File: config.mk
export PLATFORM = sky130hd
export DESIGN_NAME = vend_ctrl
export DESIGN_NICKNAME = d
export VERILOG_FILES = /design/src/rtl/vend_pkg.sv /design/src/rtl/vend_rst_sync.sv /design/src/rtl/vend_edge_det.sv /design/src/rtl/vend_event_enc.sv /design/src/rtl/vend_rom.sv /design/src/rtl/vend_ctrl.sv
export SDC_FILE = /design/constraint.sdc
export NUM_CORES = 1
export LEC_CHECK = 0
export BUFFER_PORTS_ARGS = -buffer_cell sky130_fd_sc_hd__buf_2
export CORE_AREA = 2 2 54 56
export CTS_BUF_LIST = sky130_fd_sc_hd__clkbuf_2
export CTS_CLUSTER_DIAMETER = 80
export DETAILED_ROUTE_END_ITERATION = 8
export DIE_AREA = 0 0 56 58
export HOLD_SLACK_MARGIN = 0.15
export PLACE_DENSITY = 0.73
export SYNTH_ARGS = -nofsm -noshare
export SYNTH_HDL_FRONTEND = slang
export SYNTH_SLANG_ARGS = --single-unit
File: constraint.sdc
create_clock -name clk -period 1.07 [get_ports clk]
set_clock_uncertainty 0.15 [all_clocks]
set_input_delay 0.214 -clock clk [delete_from_list [all_inputs] [get_ports clk]]
set_output_delay 0.214 -clock clk [all_outputs]
set_load 0.005 [all_outputs]
File: src/rtl/vend_pkg.sv
package vend_pkg;

  localparam int unsigned EV_W = 3;

  // Prioritized event applied to the coin counter in one cycle
  typedef enum logic [EV_W-1:0] {
    EV_NONE        = 3'd0,
    EV_COIN        = 3'd1,
    EV_REFUND      = 3'd2,
    EV_REFUND_COIN = 3'd3,
    EV_SELECT      = 3'd4,
    EV_SELECT_SOLD = 3'd5
  } vend_ev_e;

endpackage

File: src/rtl/vend_rst_sync.sv
module vend_rst_sync #(
  parameter int unsigned STAGES = 2
) (
  input  logic clk,
  input  logic arst_n,
  output logic srst_n
);

  logic [STAGES-1:0] sync_q;

  always_ff @(posedge clk or negedge arst_n) begin
    if (!arst_n) sync_q <= '0;
    else         sync_q <= {sync_q[STAGES-2:0], 1'b1};
  end

  assign srst_n = sync_q[STAGES-1];

endmodule

File: src/rtl/vend_edge_det.sv
module vend_edge_det #(
  parameter int unsigned WIDTH = 12
) (
  input  logic             clk,
  input  logic             rst_n,
  input  logic [WIDTH-1:0] level_i,
  output logic [WIDTH-1:0] rise_o
);

  logic [WIDTH-1:0] prev_q;
  logic [WIDTH-1:0] prev_d;

  always_comb begin
    prev_d = level_i;
  end

  always_ff @(posedge clk or negedge rst_n) begin
    if (!rst_n) prev_q <= '0;
    else        prev_q <= prev_d;
  end

  assign rise_o = level_i & ~prev_q;

endmodule

File: src/rtl/vend_event_enc.sv
module vend_event_enc
  import vend_pkg::*;
#(
  parameter int unsigned NUM_DRINKS = 10,
  localparam int unsigned IDX_W = (NUM_DRINKS > 1) ? $clog2(NUM_DRINKS) : 1
) (
  input  logic                  coin_rise,
  input  logic                  refund_rise,
  input  logic [NUM_DRINKS-1:0] sel_rise,
  input  logic [NUM_DRINKS-1:0] sold_out,
  output vend_ev_e              ev_o,
  output logic [IDX_W-1:0]      idx_o
);

  logic             pick_found;
  logic [IDX_W-1:0] pick_idx;

  // lowest-numbered select edge wins
  always_comb begin
    pick_found = 1'b0;
    pick_idx   = '0;
    for (int i = NUM_DRINKS - 1; i >= 0; i--) begin
      if (sel_rise[i]) begin
        pick_found = 1'b1;
        pick_idx   = IDX_W'(i);
      end
    end
  end

  // refund outranks coin, coin outranks selection
  always_comb begin
    ev_o = EV_NONE;
    if (refund_rise) begin
      ev_o = coin_rise ? EV_REFUND_COIN : EV_REFUND;
    end else if (coin_rise) begin
      ev_o = EV_COIN;
    end else if (pick_found) begin
      ev_o = sold_out[pick_idx] ? EV_SELECT_SOLD : EV_SELECT;
    end
  end

  assign idx_o = pick_idx;

endmodule

File: src/rtl/vend_rom.sv
module vend_rom
  import vend_pkg::*;
#(
  parameter int unsigned SW          = 2,
  parameter int unsigned PRICE_COINS = 3,
  localparam int unsigned AW    = SW + EV_W,
  localparam int unsigned DW    = SW + 2,
  localparam int unsigned DEPTH = 1 << AW
) (
  input  logic [AW-1:0] addr_i,
  output logic [DW-1:0] data_o
);

  // data word: {next_count, release_req, refund_req}
  function automatic logic [DW-1:0] rom_word(input int unsigned a);
    logic [SW-1:0]   st;
    logic [EV_W-1:0] ev;
    logic [SW-1:0]   nxt;
    logic            rel;
    logic            rfd;
    st  = SW'(a >> EV_W);
    ev  = EV_W'(a);
    nxt = st;
    rel = 1'b0;
    rfd = 1'b0;
    if (32'(st) > PRICE_COINS) begin
      nxt = '0;
    end else begin
      case (vend_ev_e'(ev))
        EV_COIN: begin
          if (32'(st) < PRICE_COINS) nxt = st + 1'b1;
          else                       rfd = 1'b1;
        end
        EV_REFUND: begin
          nxt = '0;
          rfd = (st != '0);
        end
        EV_REFUND_COIN: begin
          nxt = '0;
          rfd = 1'b1;
        end
        EV_SELECT: begin
          if (32'(st) == PRICE_COINS) begin
            nxt = '0;
            rel = 1'b1;
          end
        end
        default: nxt = st;
      endcase
    end
    return {nxt, rel, rfd};
  endfunction

  logic [DW-1:0] table_w [DEPTH];

  for (genvar a = 0; a < DEPTH; a++) begin : g_entry
    assign table_w[a] = rom_word(a);
  end

  assign data_o = table_w[addr_i];

endmodule

File: src/rtl/vend_ctrl.sv
module vend_ctrl
  import vend_pkg::*;
#(
  parameter int unsigned NUM_DRINKS  = 10,
  parameter int unsigned PRICE_COINS = 3
) (
  input  logic                  clk,
  input  logic                  rst_n,
  input  logic                  coin_pulse,
  input  logic                  refund_btn,
  input  logic [NUM_DRINKS-1:0] drink_sel,
  input  logic [NUM_DRINKS-1:0] sold_out,
  output logic [NUM_DRINKS-1:0] drink_release,
  output logic                  coin_refund
);

  localparam int unsigned SW    = $clog2(PRICE_COINS + 1);
  localparam int unsigned IDX_W = (NUM_DRINKS > 1) ? $clog2(NUM_DRINKS) : 1;
  localparam int unsigned IN_W  = NUM_DRINKS + 2;
  localparam int unsigned AW    = SW + EV_W;
  localparam int unsigned DW    = SW + 2;

  logic srst_n;

  vend_rst_sync #(.STAGES(2)) u_rst (
    .clk    (clk),
    .arst_n (rst_n),
    .srst_n (srst_n)
  );

  logic [IN_W-1:0] in_rise;

  vend_edge_det #(.WIDTH(IN_W)) u_edge (
    .clk     (clk),
    .rst_n   (srst_n),
    .level_i ({drink_sel, refund_btn, coin_pulse}),
    .rise_o  (in_rise)
  );

  vend_ev_e         ev;
  logic [IDX_W-1:0] drink_idx;

  vend_event_enc #(.NUM_DRINKS(NUM_DRINKS)) u_enc (
    .coin_rise   (in_rise[0]),
    .refund_rise (in_rise[1]),
    .sel_rise    (in_rise[IN_W-1:2]),
    .sold_out    (sold_out),
    .ev_o        (ev),
    .idx_o       (drink_idx)
  );

  logic [SW-1:0] coins_q;
  logic [DW-1:0] rom_data;

  vend_rom #(.SW(SW), .PRICE_COINS(PRICE_COINS)) u_rom (
    .addr_i ({coins_q, ev}),
    .data_o (rom_data)
  );

  logic [SW-1:0]         coins_d;
  logic                  coins_en;
  logic                  rel_req;
  logic [NUM_DRINKS-1:0] release_d;
  logic                  refund_d;

  assign coins_d  = rom_data[DW-1:2];
  assign rel_req  = rom_data[1];
  assign refund_d = rom_data[0];
  assign coins_en = (ev != EV_NONE);

  for (genvar i = 0; i < NUM_DRINKS; i++) begin : g_rel
    assign release_d[i] = rel_req && (drink_idx == IDX_W'(i));
  end

  always_ff @(posedge clk or negedge srst_n) begin
    if (!srst_n)       coins_q <= '0;
    else if (coins_en) coins_q <= coins_d;
  end

  always_ff @(posedge clk or negedge srst_n) begin
    if (!srst_n) begin
      drink_release <= '0;
      coin_refund   <= 1'b0;
    end else begin
      drink_release <= release_d;
      coin_refund   <= refund_d;
    end
  end

endmodule

# After elaboration in Yosys (flattened, before gate mapping)
# Memory sizes are Yosys's and may differ from the RTL's.
# Cells that the tools add are included.
# totals
output_inout_bits,11
in_bits,24
elab_cells,61
mem_bits_ro,128
regBits,27
n_memories,1
# classes
bitwise,3
n_reduce_logical,12
n_lt_le_gt_ge,2
eq_ne,9
mux,29
# memory_table
name,depth,width,rd,rd_ports_with_merged_regs,write_ports,line_no,text
(name not given),32,4,1,0,0,vend_rom.sv:60,assign data_o = table_w[addr_i];
# ops
op,n
$mux W4,12
$eq A4 B3 Y1 const B,4
$mux W1,13
$and A12 B12 Y12,1
$not A12 Y12,1
$logic_and A1 B1 Y1,10
$mux W3,3
$eq A4 B2 Y1 const B,2
$eq A4 B4 Y1 const B,2
$ge A6 B6 Y1 const B,1
$not A5 Y6,1
$lt A4 B5 Y1 const B,1
$bmux W1 S4,1
$eq A4 B1 Y1 const B,1
$logic_not A4 Y1,1
$reduce_bool A3 Y1,1

# Depth between registers and ports, before layout
# Gate-level depths: netlist (run 1).
# depth
depth_word,23
ltp_mapped,7
ltp_nobuf,7

# Cells and area by module
# Synthesis (run 1) repeated with hierarchy kept, for this count alone.
# hier_totals
hier_cells,123
hier_area_um2,1370.1
# by_module_without_submodules
module,seq_area_each_um2,n_inst,area_each_um2,cells_each
vend_edge_det,300.3,1,465.4,24
vend_ctrl,325.3,1,446.7,32
vend_event_enc,0.0,1,315.3,47
vend_rom,0.0,1,88.8,17
vend_rst_sync,50.0,1,53.8,3

# Worst setup path after synthesis (run 1)
# No wires, ideal clock.
# synth_path
kind,register -> register
from,register u_edge.prev_q[9]
to,register drink_release[2]
slack_ns,-0.945
period_less_slack_ns,2.015
required_time_ns,0.819
arrival_time_ns,1.764
path_buffers,0
stages_incl_launch_ff,8
setup_ns,0.101
cell_sequence,dfrtp_1 -> nand2b_4 -> a221oi_2 -> o21ba_2 -> mux2i_1 -> mux2i_1 -> o211a_1 -> nor4_1
# synth_via
elab_chain_cells,21
word_cells_on_any_way,30
cone_classes,1 x eq/ne; 24 x mux; 3 x bitwise; 1 x reduce/logical; 1 x memory
# synth_rtl
item,line_no,text
from (decl),vend_edge_det.sv:10,logic [WIDTH-1:0] prev_q;
from (signal assigned),vend_edge_det.sv:19,else prev_q <= prev_d;
$not A12 Y12 (*),vend_edge_det.sv:22,assign rise_o = level_i & ~prev_q;
$and A12 B12 Y12 (*),vend_edge_det.sv:22,
$mux W4 (8 in series),vend_event_enc.sv:23,if (sel_rise[i]) begin
$bmux W1 S4,vend_event_enc.sv:38,ev_o = sold_out[pick_idx] ? EV_SELECT_SOLD : EV_SELECT;
$mux W1 (implied by the code),vend_event_enc.sv:38,
$mux W1,vend_event_enc.sv:38,
$mux W3,vend_event_enc.sv:37,end else if (pick_found) begin
$mux W3,vend_event_enc.sv:35,end else if (coin_rise) begin
$mux W3,vend_event_enc.sv:33,if (refund_rise) begin
$not A5 Y6 (implied by the code),vend_rom.sv:60,
$mem_v2 Z32 W4,n/a,
$mux W4 (implied by the code) (2 in series),vend_rom.sv:60,
$logic_and A1 B1 Y1 (*),vend_ctrl.sv:72,assign release_d[i] = rel_req && (drink_idx == IDX_W'(i));
net release_d[2],vend_ctrl.sv:63,logic [NUM_DRINKS-1:0] release_d;
to (signal assigned),vend_ctrl.sv:85,drink_release <= release_d;
to (decl),vend_ctrl.sv:13,"output logic [NUM_DRINKS-1:0] drink_release,"
# Mark *: on every way through the listed nets, which the timed path passes. The rest lies on a longest branch. The select of a mux whose other input is x is not followed.
# A chain may end at the register's enable or synchronous reset.

# Worst setup path in the final report (run 1)
# layout_path
from,register u_edge.prev_q[9]
to,register coins_q[0]
# layout_via
elab_chain_cells,20
word_cells_on_any_way,29
cone_classes,24 x mux; 3 x bitwise; 1 x reduce/logical; 1 x memory
# layout_rtl
item,line_no,text
$not A12 Y12 (*),vend_edge_det.sv:22,
$and A12 B12 Y12 (*),vend_edge_det.sv:22,
$mux W4 (8 in series),vend_event_enc.sv:23,
$bmux W1 S4,vend_event_enc.sv:38,
$mux W1 (implied by the code),vend_event_enc.sv:38,
$mux W1,vend_event_enc.sv:38,
$mux W3 (*),vend_event_enc.sv:37,
$mux W3 (*),vend_event_enc.sv:35,
$mux W3 (*),vend_event_enc.sv:33,
$not A5 Y6 (implied by the code),vend_rom.sv:60,
$mem_v2 Z32 W4,n/a,
$mux W4 (implied by the code) (2 in series),vend_rom.sv:60,
to (signal assigned),vend_ctrl.sv:77,else if (coins_en) coins_q <= coins_d;
to (decl),vend_ctrl.sv:52,logic [SW-1:0] coins_q;
# Mark *: on every way between the ends. The rest lies on a longest branch, timed or not. The select of a mux whose other input is x is not followed.

==> reports/results.ini, run 1 <==
[grt]
grt.overflow.total=0
met1_usage_pct=23.8
antenna_found_initial=0
grt_max_degree=16
grt_use_total_pct=20.1
grtUsageMet3_pct=2.68
first_global_vias=1201
busiest_layer=met2
met2_usage_pct=37.5
grt_first_pass_wirelength_um=5170

[outcome]
status=finished, violations left
violations=setup timing

[power_and_ir_drop]
leakagePower_nw=1.01
pwr-share-comb_pct=33.2
swShare_pct=30.3
p_int_mw=1.56
switchingPower_mw=0.679
ir_worst_vdd_mv=0.889
p_clk_share_pct=17.7
powerDensity_nw_per_um2=1070
seqPwrFrac_pct=49.1
totalPowerFinal_mw=2.24

[final_layout]
final_area_um2=2100
layout_commonest_cell=buf_2
final_cell_mix=34 x buf_2, 30 x buf_4, 27 x dfrtp_1, 14 x dlygate4sd3_1, 9 x nand2b_4
multi_input_area_um2=776
area_growth_pct=65.2
drive_gt1_share_pct=61.3
diodes=0
nets=216
regArea_um2=676
fillers=157

[logic_synthesis]
ys.flop_type=dfrtp_1
synth_edf_count=0
ys_types=35
async_flop_share_pct=100
synth_area_um2=1270
ys_warn_count=0
synthCells=106
syn-num-nets=130
synth_seq_cells=27
synth_area_per_cell_um2=12.0
ys_seq_area_share_pct=53.2

[critical_path]
criticalPathCategory=flop to flop
path_max_fanout=3
path_buf_inv=1
cp_slowest_stage_delay_ns=0.42
crit_arrival_ns=2.31
startpoint_type=flop
slowest_stage=dfrtp_1
cp-end-kind=flop
cp_data_required_time_ns=1.19
cp_cell_sequence=nand2b_4 -> a221oi_4 -> o21ba_4 -> mux2i_1 -> mux2i_2 -> buf_4 -> o211ai_4 -> a21oi_1
cpLargestDelayFamily=compound AO/OA/AOI/OAI gates

[floorplan]
start_util_pct=47.7
io_pins=35
dieArea_um2=3250
core_area_um2=2660
chipHeight_um=58
die_w_um=56
rows=19

[clock_network]
clk_pin_slew_ns=0.25
clockBufferDepth=2
insertion_delay_ns=0.36
clock-sinks=27
cts_max_level=1
cts_tree=done
clockRootBuffer=clkbuf_2
cts-buffers-inserted=3

[hold_path]
min_path_type=flop to asynchronous set/reset pin

[route]
drc=0
via_per_inst=5.21
firstDrtPassIters=4
routed_wl_um=3490
antenna_left=0
first_iter_violations=31
wl_per_cell_um=15.7
num_vias=1157

[placed_design]
numPortBuffers=34
dpl.hpwl_um=2240
placed_area_um2=1760
gp_congestion=0.860

[sta]
period_share_pct=204
grt_setup_unrepaired=yes
slew_viol_final=0
hold_ws_ns=0.0682
setup_viol=24
finalHoldViolCount=0
fin_ws_ns=-1.12
fmax_ghz=0.457
fin_crit_ns=2.19

[job]
drv_cap=0

==> timing repair <==
action                                  in CTS  in global routing
resized for setup                            7                 24
hold buffers                                14                  1
endpoints found under the hold margin       40                 27
pin swaps                                    1                  9
endpoints found under the setup margin      24                 24
setup buffers                                2                  7
==> area by class of cell <==
cell class,count,area share [%]
inverter,5,0.894
sequential,27,32.2
clock buffer,4,0.954
tap,31,1.85
timing repair buffer,81,27.1
multi-input combinational,74,37.0
==> power by group through the flow <==
stage	registers, mW	logic, mW	clock network, mW
4_1_cts	1.09	0.625	0.403
3_5_place_dp	1.11	0.556	0
3_3_place_gp	1.11	0.538	0
6_report	1.10	0.743	0.397
5_1_grt	1.10	0.797	0.458
2_1_floorplan	1.12	0.299	0
==> per-layer routing <==
layer | up-vias | share of wire (%)
met5 | - | 0
met4 | 0 | 1.5
met3 | 7 | 4.2
met2 | 41 | 57
met1 | 567 | 37
li1 | 542 | -
==> per-stage QoR <==
step / std cells / util [%] / TNS [ns] / setup WS, ns
finish: 222 / 78.8 / -14.52 / -1.12
global route: 222 / 78.8 / -16.07 / -1.16
CTS: 217 / 73.6 / -14.05 / -1.04
detailed placement: 197 / 66.3 / -11.58 / -1.08
global placement: 197 / 66.3 / -10.68 / -0.994
floorplan: 106 / - / -9.79 / -0.887
==> cells in the mapped netlist, types with 2 or more instances <==
cell / instances / area [um2]
inv_1: 5 / 18.8
and2_1: 3 / 18.8
nor2b_1: 3 / 18.8
o21ai_0: 4 / 20.0
nor4_1: 2 / 12.5
mux2_2: 2 / 22.5
and2b_1: 2 / 15.0
a21oi_1: 5 / 25.0
o211ai_2: 2 / 25.0
nor2_1: 6 / 22.5
dfrtp_1: 27 / 676
nor3_1: 4 / 20.0
or3_1: 2 / 12.5
mux2i_1: 5 / 50.1
nand4_2: 2 / 25.0
nand2b_2: 5 / 43.8
nand2_1: 7 / 26.3
nand2b_4: 3 / 41.3
==> logic make-up after synthesis <==
logic type / Yosys count / synth area share (%)
flip-flops: 27 / 53.2
AND/OR/NAND/NOR: 45 / 23.8
AO/OA/AOI/OAI: 21 / 15.5
other: 1 / 0.295
multiplexers: 7 / 5.71
buffers and inverters: 5 / 1.48
==> registers in the layout, indices dropped and copies added (netlist names) <==
register       cells
coins_q            2
drink_release     10
coin_refund        1
u_rst.sync_q       2
u_edge.prev_q     12
==> worst paths after layout <==
check / startpoint / end / slack, ns / cells past startpoint
worst max register to register: u_edge.prev_q[9] / coins_q[0] / -1.12 / 8
max in group asynchronous: rst_n / u_rst.sync_q[1] / 0.15 / 3
worst max-delay path: u_edge.prev_q[9] / coins_q[0] / -1.12 / 8
min in group clk: coin_pulse / coin_refund / 0.21 / 5
worst min-delay path: u_rst.sync_q[1] / u_edge.prev_q[2] / 0.07 / 1
worst min register to register: u_rst.sync_q[1] / u_edge.prev_q[2] / 0.07 / 1
Note: power is estimated with default switching activity, not from simulation.
==> run 2, diff against run 1 <==
--- a/config.mk
+++ b/config.mk
@@ -6,13 +6,15 @@
 export NUM_CORES = 1
 export LEC_CHECK = 0
 export BUFFER_PORTS_ARGS = -buffer_cell sky130_fd_sc_hd__buf_2
-export CORE_AREA = 2 2 54 56
+export CELL_PAD_IN_SITES_DETAIL_PLACEMENT = 0
+export CELL_PAD_IN_SITES_GLOBAL_PLACEMENT = 1
+export CORE_AREA = 2 2 58 60
 export CTS_BUF_LIST = sky130_fd_sc_hd__clkbuf_2
 export CTS_CLUSTER_DIAMETER = 80
 export DETAILED_ROUTE_END_ITERATION = 8
-export DIE_AREA = 0 0 56 58
+export DIE_AREA = 0 0 60 62
 export HOLD_SLACK_MARGIN = 0.15
-export PLACE_DENSITY = 0.73
+export PLACE_DENSITY = 0.79
 export SYNTH_ARGS = -nofsm -noshare
 export SYNTH_HDL_FRONTEND = slang
 export SYNTH_SLANG_ARGS = --single-unit
==> run 2 against run 1 <==
The flow still finishes with violations (setup timing). Global-route usage down 1.9 points. Register-to-register slack better by 0.08 ns. Routed wire length down 15%. Final cell count up 3.6%. Combinational power down 10%. Count of clock-buffer cells in the layout unchanged. Via count down 7.1%. Worst hold slack worse by 0.049 ns. Sequential power about the same. Critical path depth down 1. Critical path type unchanged. Critical endpoint is now drink_release[9]. Largest cell class unchanged.
==> reports/results.ini, run 2 (synthesis gave the netlist of run 1 again) <==
[power_and_ir_drop]
ir_worst_vdd_mv=0.868  ; -2.5%
switchingPower_mw=0.618  ; -9.0%
pwr-share-comb_pct=31.4  ; -1.8 points
p_clk_share_pct=17.5  ; -0.2 points
p_int_mw=1.52  ; -2.9%
swShare_pct=29.0  ; -1.3 points
powerDensity_nw_per_um2=1060  ; -0.94%
seqPwrFrac_pct=51.2  ; +2.1 points
leakagePower_nw=0.969  ; -4.5%

[final_layout]
largest_reg_flops=12  ; unchanged
fin_cells=230  ; +3.6%
reg_top3=u_edge.prev_q (12), drink_release (10)
diodes=0  ; unchanged
area_growth_pct=58.9
nets=209  ; -3.2%
regMostFlops=u_edge.prev_q
layout_commonest_cell=buf_2
final_cell_mix=34 x buf_2, 27 x dfrtp_1, 24 x buf_4, 14 x dlygate4sd3_1, 9 x nand2b_4
fillers=273  ; +74%
drive_gt1_share_pct=54.9  ; -6.4 points
fin_util_pct=63.5  ; -15 points
final_area_um2=2020  ; -3.8%

[job]
drv_cap=0  ; unchanged

[route]
wl_per_cell_um=12.9  ; -18%
drc=0  ; unchanged
firstDrtPassIters=4  ; unchanged
via_per_inst=4.67  ; -10%
antenna_left=0  ; unchanged
num_vias=1075  ; -7.1%
routed_wl_um=2980  ; -15%
first_iter_violations=17  ; -45%

[critical_path]
cp_slowest_stage_delay_ns=0.44  ; +0.02 ns
path_max_fanout=6  ; +3
cp-end-kind=flop
r2r-start=u_edge.prev_q[8]
r2r_end=drink_release[9]
criticalPathCategory=flop to flop
slowest_stage=dfrtp_1
cp_cell_sequence=nand2b_4 -> a221oi_4 -> o21ba_4 -> mux2i_1 -> mux2i_2 -> o211a_4 -> nor3_2
ff2ff_path_depth=7  ; -1
startpoint_type=flop
worst-r2r-setup-slack_ns=-1.04  ; +0.08 ns
cp_data_required_time_ns=1.20  ; about the same
crit_arrival_ns=2.25  ; -0.06 ns

[clock_network]
cts_tree=done
clockBufferDepth=2  ; unchanged
insertion_delay_ns=0.35  ; about the same
clk_pin_slew_ns=0.24  ; about the same
cts-buffers-inserted=3  ; unchanged
cts_max_level=1  ; unchanged
clockRootBuffer=clkbuf_2
clock-sinks=27  ; unchanged

[sta]
period_share_pct=197  ; -7.2 points
finalHoldViolCount=0  ; unchanged
fin_ws_ns=-1.04  ; +0.0767 ns
grt_setup_unrepaired=yes
fin_crit_ns=2.11  ; -0.0767 ns
setup_viol=24  ; unchanged
fmax_ghz=0.474  ; +3.6%
slew_viol_final=0  ; unchanged

[placed_design]
place_inst=209  ; +6.1%
dpl.hpwl_um=2240  ; about the same
placed_area_um2=1760  ; -0.21%
gp_congestion=0.777  ; -9.7%
numPortBuffers=34  ; unchanged

[floorplan]
die_w_um=60  ; +7.1%
start_util_pct=39.9  ; -7.8 points
rows=21  ; +2
io_pins=35  ; unchanged
dieArea_um2=3720  ; +15%
chipHeight_um=62  ; +6.9%
core_area_um2=3180  ; +19%

[grt]
grt_first_pass_wirelength_um=4860  ; -5.9%
met2_usage_pct=36.8  ; -0.68 points
first_global_vias=1092  ; -9.1%
busiest_layer=met2
grt_use_total_pct=18.3  ; -1.9 points
grt.overflow.total=0  ; unchanged
grtUsageMet3_pct=4.55  ; +1.9 points
met1_usage_pct=19.3  ; -4.4 points
grt_max_degree=16  ; unchanged
antenna_found_initial=0  ; unchanged

[hold_path]
min_path_type=flop to asynchronous set/reset pin

[outcome]
status=finished, violations left
violations=setup timing

[run 2: final cells by class]
type,count,area (um2),area share [%]
inverter,5,18.8,0.930
timing repair buffer,74,513,25.4
multi-input combinational,74,733,36.3
clock buffer,4,20.0,0.992
sequential,27,676,33.5
tap,46,57.6,2.85
[run 2: worst max path at each step]
| stage | endpoint | cells after the start | startpoint |
|---|---|---|---|
| floorplan | drink_release[2] | 7 | u_edge.prev_q[8] |
| global placement | drink_release[9] | 7 | u_edge.prev_q[7] |
| detailed placement | drink_release[2] | 7 | u_edge.prev_q[8] |
| CTS | drink_release[2] | 7 | u_edge.prev_q[8] |
| global route | drink_release[1] | 8 | u_edge.prev_q[7] |
| finish | drink_release[9] | 7 | u_edge.prev_q[8] |
[run 2: power by group through the flow]
| stage | Clock, mW | Combinational, mW | Sequential (mW) |
|---|---|---|---|
| floorplan | 0 | 0.299 | 1.12 |
| global route | 0.423 | 0.725 | 1.10 |
| global placement | 0 | 0.528 | 1.11 |
| CTS | 0.395 | 0.640 | 1.09 |
| detailed placement | 0 | 0.549 | 1.11 |
| finish | 0.373 | 0.669 | 1.09 |
[run 2: worst max-delay path, delay by kind of cell, from the launching register on]
kind | cells | cell delay, ns
AO/OA/AOI/OAI | 3 | 0.78
flip-flops | 1 | 0.44
multiplexers | 2 | 0.35
AND/OR/NAND/NOR | 2 | 0.33
[run 2: per-layer routing]
layer | vias up | wire (um)
li1 | 529 | -
met1 | 517 | 1140
met2 | 27 | 1710
met3 | 2 | 107
met4 | 0 | 19
met5 | - | 0
[run 2: metrics by stage]
stage / power [mW] / setup slack [ns] / setup TNS (ns) / hold WS [ns]
after floorplan: 1.42 / -0.887 / -9.79 / -0.232
after global placement: 1.63 / -0.946 / -10.45 / -0.151
after detailed placement: 1.66 / -1.05 / -11.46 / -0.150
after CTS: 2.13 / -1.01 / -13.61 / 0.0479
after global routing: 2.25 / -1.10 / -15.08 / 0.0805
final: 2.13 / -1.04 / -13.73 / 0.0188
[run 2: what timing repair did]
| action | CTS | global route |
|---|---|---|
| endpoints found under the hold margin | 40 | 27 |
| pin swaps | 5 | 2 |
| cloned | 0 | 0 |
| buffers inserted | 3 | 1 |
| hold buffers | 14 | 1 |
| resized for setup | 15 | 3 |
| setup endpoints to repair | 24 | 24 |
==> run 3, diff against run 2 <==
==> constraint.sdc (replaced) <==
create_clock -name clk -period 2.3 [get_ports clk]
set_clock_uncertainty 0.15 [all_clocks]
set_input_delay 0.46 -clock clk [delete_from_list [all_inputs] [get_ports clk]]
set_output_delay 0.46 -clock clk [all_outputs]
set_load 0.005 [all_outputs]
==> run 3 against run 2 <==
The flow still finishes with violations (setup timing). Flip-flop and latch count unchanged. Count of clock-buffer cells in the layout stayed put. Clock power shrank 53%. Via count fell by 6.5%. Routed wire length is 15% lower. Critical path type is now primary input to flop. Largest power group unchanged.
==> reports/results.ini, run 3 (synthesis gave the netlist of run 1 again) <==
[final_layout]
final_cell_mix=34 x buf_2, 27 x dfrtp_1, 15 x dlygate4sd3_1, 11 x buf_4, 7 x nand2_1
diodes=0  ; unchanged
multi_input_area_um2=606  ; -17%
fillers=282  ; +3.3%
layout_commonest_cell=buf_2
reg_top3=u_edge.prev_q (12), drink_release (10)
regMostFlops=u_edge.prev_q
area_growth_pct=40.2
fin_util_pct=56.0  ; -7.5 points
drive_gt1_share_pct=44.1  ; -11 points
regArea_um2=676  ; unchanged
nets=195  ; -6.7%
largest_reg_flops=12  ; unchanged

[sta]
fin_crit_ns=2.30
slew_viol_final=0  ; unchanged
period_share_pct=100
worst_slew_pin_slew_ns=0.638
fmax_ghz=0.435
maxSlewHeadroom_pct=57.5
grt_setup_unrepaired=yes
setup_viol=1  ; -96%
fin_ws_ns=-0.000764  ; +1.04 ns
finalHoldViolCount=0  ; unchanged

[hold_path]
min_path_type=primary input to asynchronous set/reset pin

[clock_network]
clockBufferDepth=2  ; unchanged
clock-sinks=27  ; unchanged
cts_max_level=1  ; unchanged
clockRootBuffer=clkbuf_2
insertion_delay_ns=0.34  ; about the same
clk_pin_slew_ns=0.23  ; about the same
cts_tree=done
cts-buffers-inserted=3  ; unchanged

[power_and_ir_drop]
seqPwrFrac_pct=55.8  ; +4.6 points
powerDensity_nw_per_um2=513  ; -51%
totalPowerFinal_mw=0.914  ; -57%
p_clk_share_pct=19.4  ; +1.9 points
leakagePower_nw=0.857  ; -12%
switchingPower_mw=0.255  ; -59%
p_int_mw=0.659  ; -57%
ir_worst_vdd_mv=0.319  ; -63%
pwr-share-comb_pct=24.8  ; -6.6 points
swShare_pct=27.9  ; -1.0 points

[route]
antenna_left=0  ; unchanged
firstDrtPassIters=4  ; unchanged
routed_wl_um=2520  ; -15%
wl_per_cell_um=11.6  ; -9.9%
first_iter_violations=34  ; +17
via_per_inst=4.65  ; -0.45%
num_vias=1005  ; -6.5%
drc=0  ; unchanged

[critical_path]
slowest_stage=dlygate4sd3_1
cp_slowest_stage_delay_ns=0.53  ; +0.09 ns
criticalPathCategory=primary input to flop
cpLargestDelayFamily=simple AND/OR/NAND/NOR gates
path_buf_inv=2  ; +2
path_max_fanout=6  ; unchanged
cp_data_required_time_ns=2.42  ; +1.22 ns
cp-end-kind=flop
cp_cell_sequence=dlygate4sd3_1 -> buf_2 -> and2b_1 -> a211oi_2 -> nand3b_1 -> or4_1 -> nor3_1
crit_arrival_ns=2.42  ; +0.17 ns
startpoint_type=primary input

[placed_design]
dpl_worst_slack_ns=-0.116  ; +0.938 ns
dpl.hpwl_um=1860  ; -17%
numPortBuffers=34  ; unchanged
gp_congestion=0.790  ; +1.7%

[outcome]
status=finished, violations left
violations=setup timing

[floorplan]
die_w_um=60  ; unchanged
core_area_um2=3180  ; unchanged
start_util_pct=39.9  ; unchanged
rows=21  ; unchanged
io_pins=35  ; unchanged
chipHeight_um=62  ; unchanged
dieArea_um2=3720  ; unchanged

[grt]
antenna_found_initial=0  ; unchanged
met2_usage_pct=29.5  ; -7.3 points
met1_usage_pct=18.0  ; -1.3 points
busiest_layer=met2
grt.overflow.total=0  ; unchanged
grt_first_pass_wirelength_um=4310  ; -11%
grt_use_total_pct=16.0  ; -2.3 points
grtUsageMet3_pct=2.48  ; -2.1 points
grt_max_degree=15  ; -1
first_global_vias=1009  ; -7.6%

[job]
drv_cap=0  ; unchanged

-- run 3: cell types whose count changed in the layout (fill, tap and decap cells not counted), moves of 3 or more --
cell / change
o21ai_0: +3
o21ai_1: -3
nand2b_4: -6
nand2b_2: +5
buf_4: -13
-- run 3: final cells by class --
cell class	count	area share, %
Tap cell	46	3.23
Timing Repair Buffer	60	22.6
Clock buffer	4	1.12
Sequential cell	27	37.9
Inverter	5	1.05
Multi-Input combinational cell	74	34.0
-- run 3: worst paths after layout --
| path | start | cells past startpoint | slack, ns | end |
|---|---|---|---|---|
| setup reg to reg | u_edge.prev_q[8] | 8 | 0.10 | drink_release[9] |
| hold / removal | rst_n | 2 | 0.24 | u_rst.sync_q[0] |
| min in group clk | u_rst.sync_q[0] | 0 | 0.24 | u_rst.sync_q[1] |
| max in group asynchronous | u_rst.sync_q[1] | 1 | 1.03 | u_edge.prev_q[0] |
| setup / recovery | coin_pulse | 7 | -0.0008 | drink_release[9] |
| hold reg to reg | u_rst.sync_q[0] | 0 | 0.24 | u_rst.sync_q[1] |
-- run 3: metal layers --
metal	part of all wire, %	wire [um]
met1	41	1040
met4	1.9	48
met2	54	1360
met3	2.7	67
met5	0	0
-- run 3: what timing repair did --
item	CTS	global route
hold buffers	15	0
endpoints found under the setup margin	1	7
buffers inserted	0	4
gates resized for setup	2	3
pin swaps	0	6
gates cloned	0	0
endpoints found under the hold margin	26	0
-- run 3: metrics by stage --
stage          cells  setup TNS (ns)  hold WS (ns)  instance area (um2)
6_report         216       -0.000764         0.239                 1780
5_1_grt          216          -0.167         0.208                 1780
4_1_cts          212               0         0.218                 1730
3_5_place_dp     193          -0.326        0.0733                 1550
3_3_place_gp     193         -0.0590        0.0706                 1550
2_1_floorplan    106               0        0.0144                 1270
-- run 3: power groups by stage --
stage / clock (mW) / combinational, mW / sequential, mW
floorplan: 0 / 0.118 / 0.522
global placement: 0 / 0.182 / 0.521
detailed placement: 0 / 0.186 / 0.522
CTS: 0.185 / 0.214 / 0.510
global route: 0.206 / 0.251 / 0.513
finish: 0.177 / 0.226 / 0.510
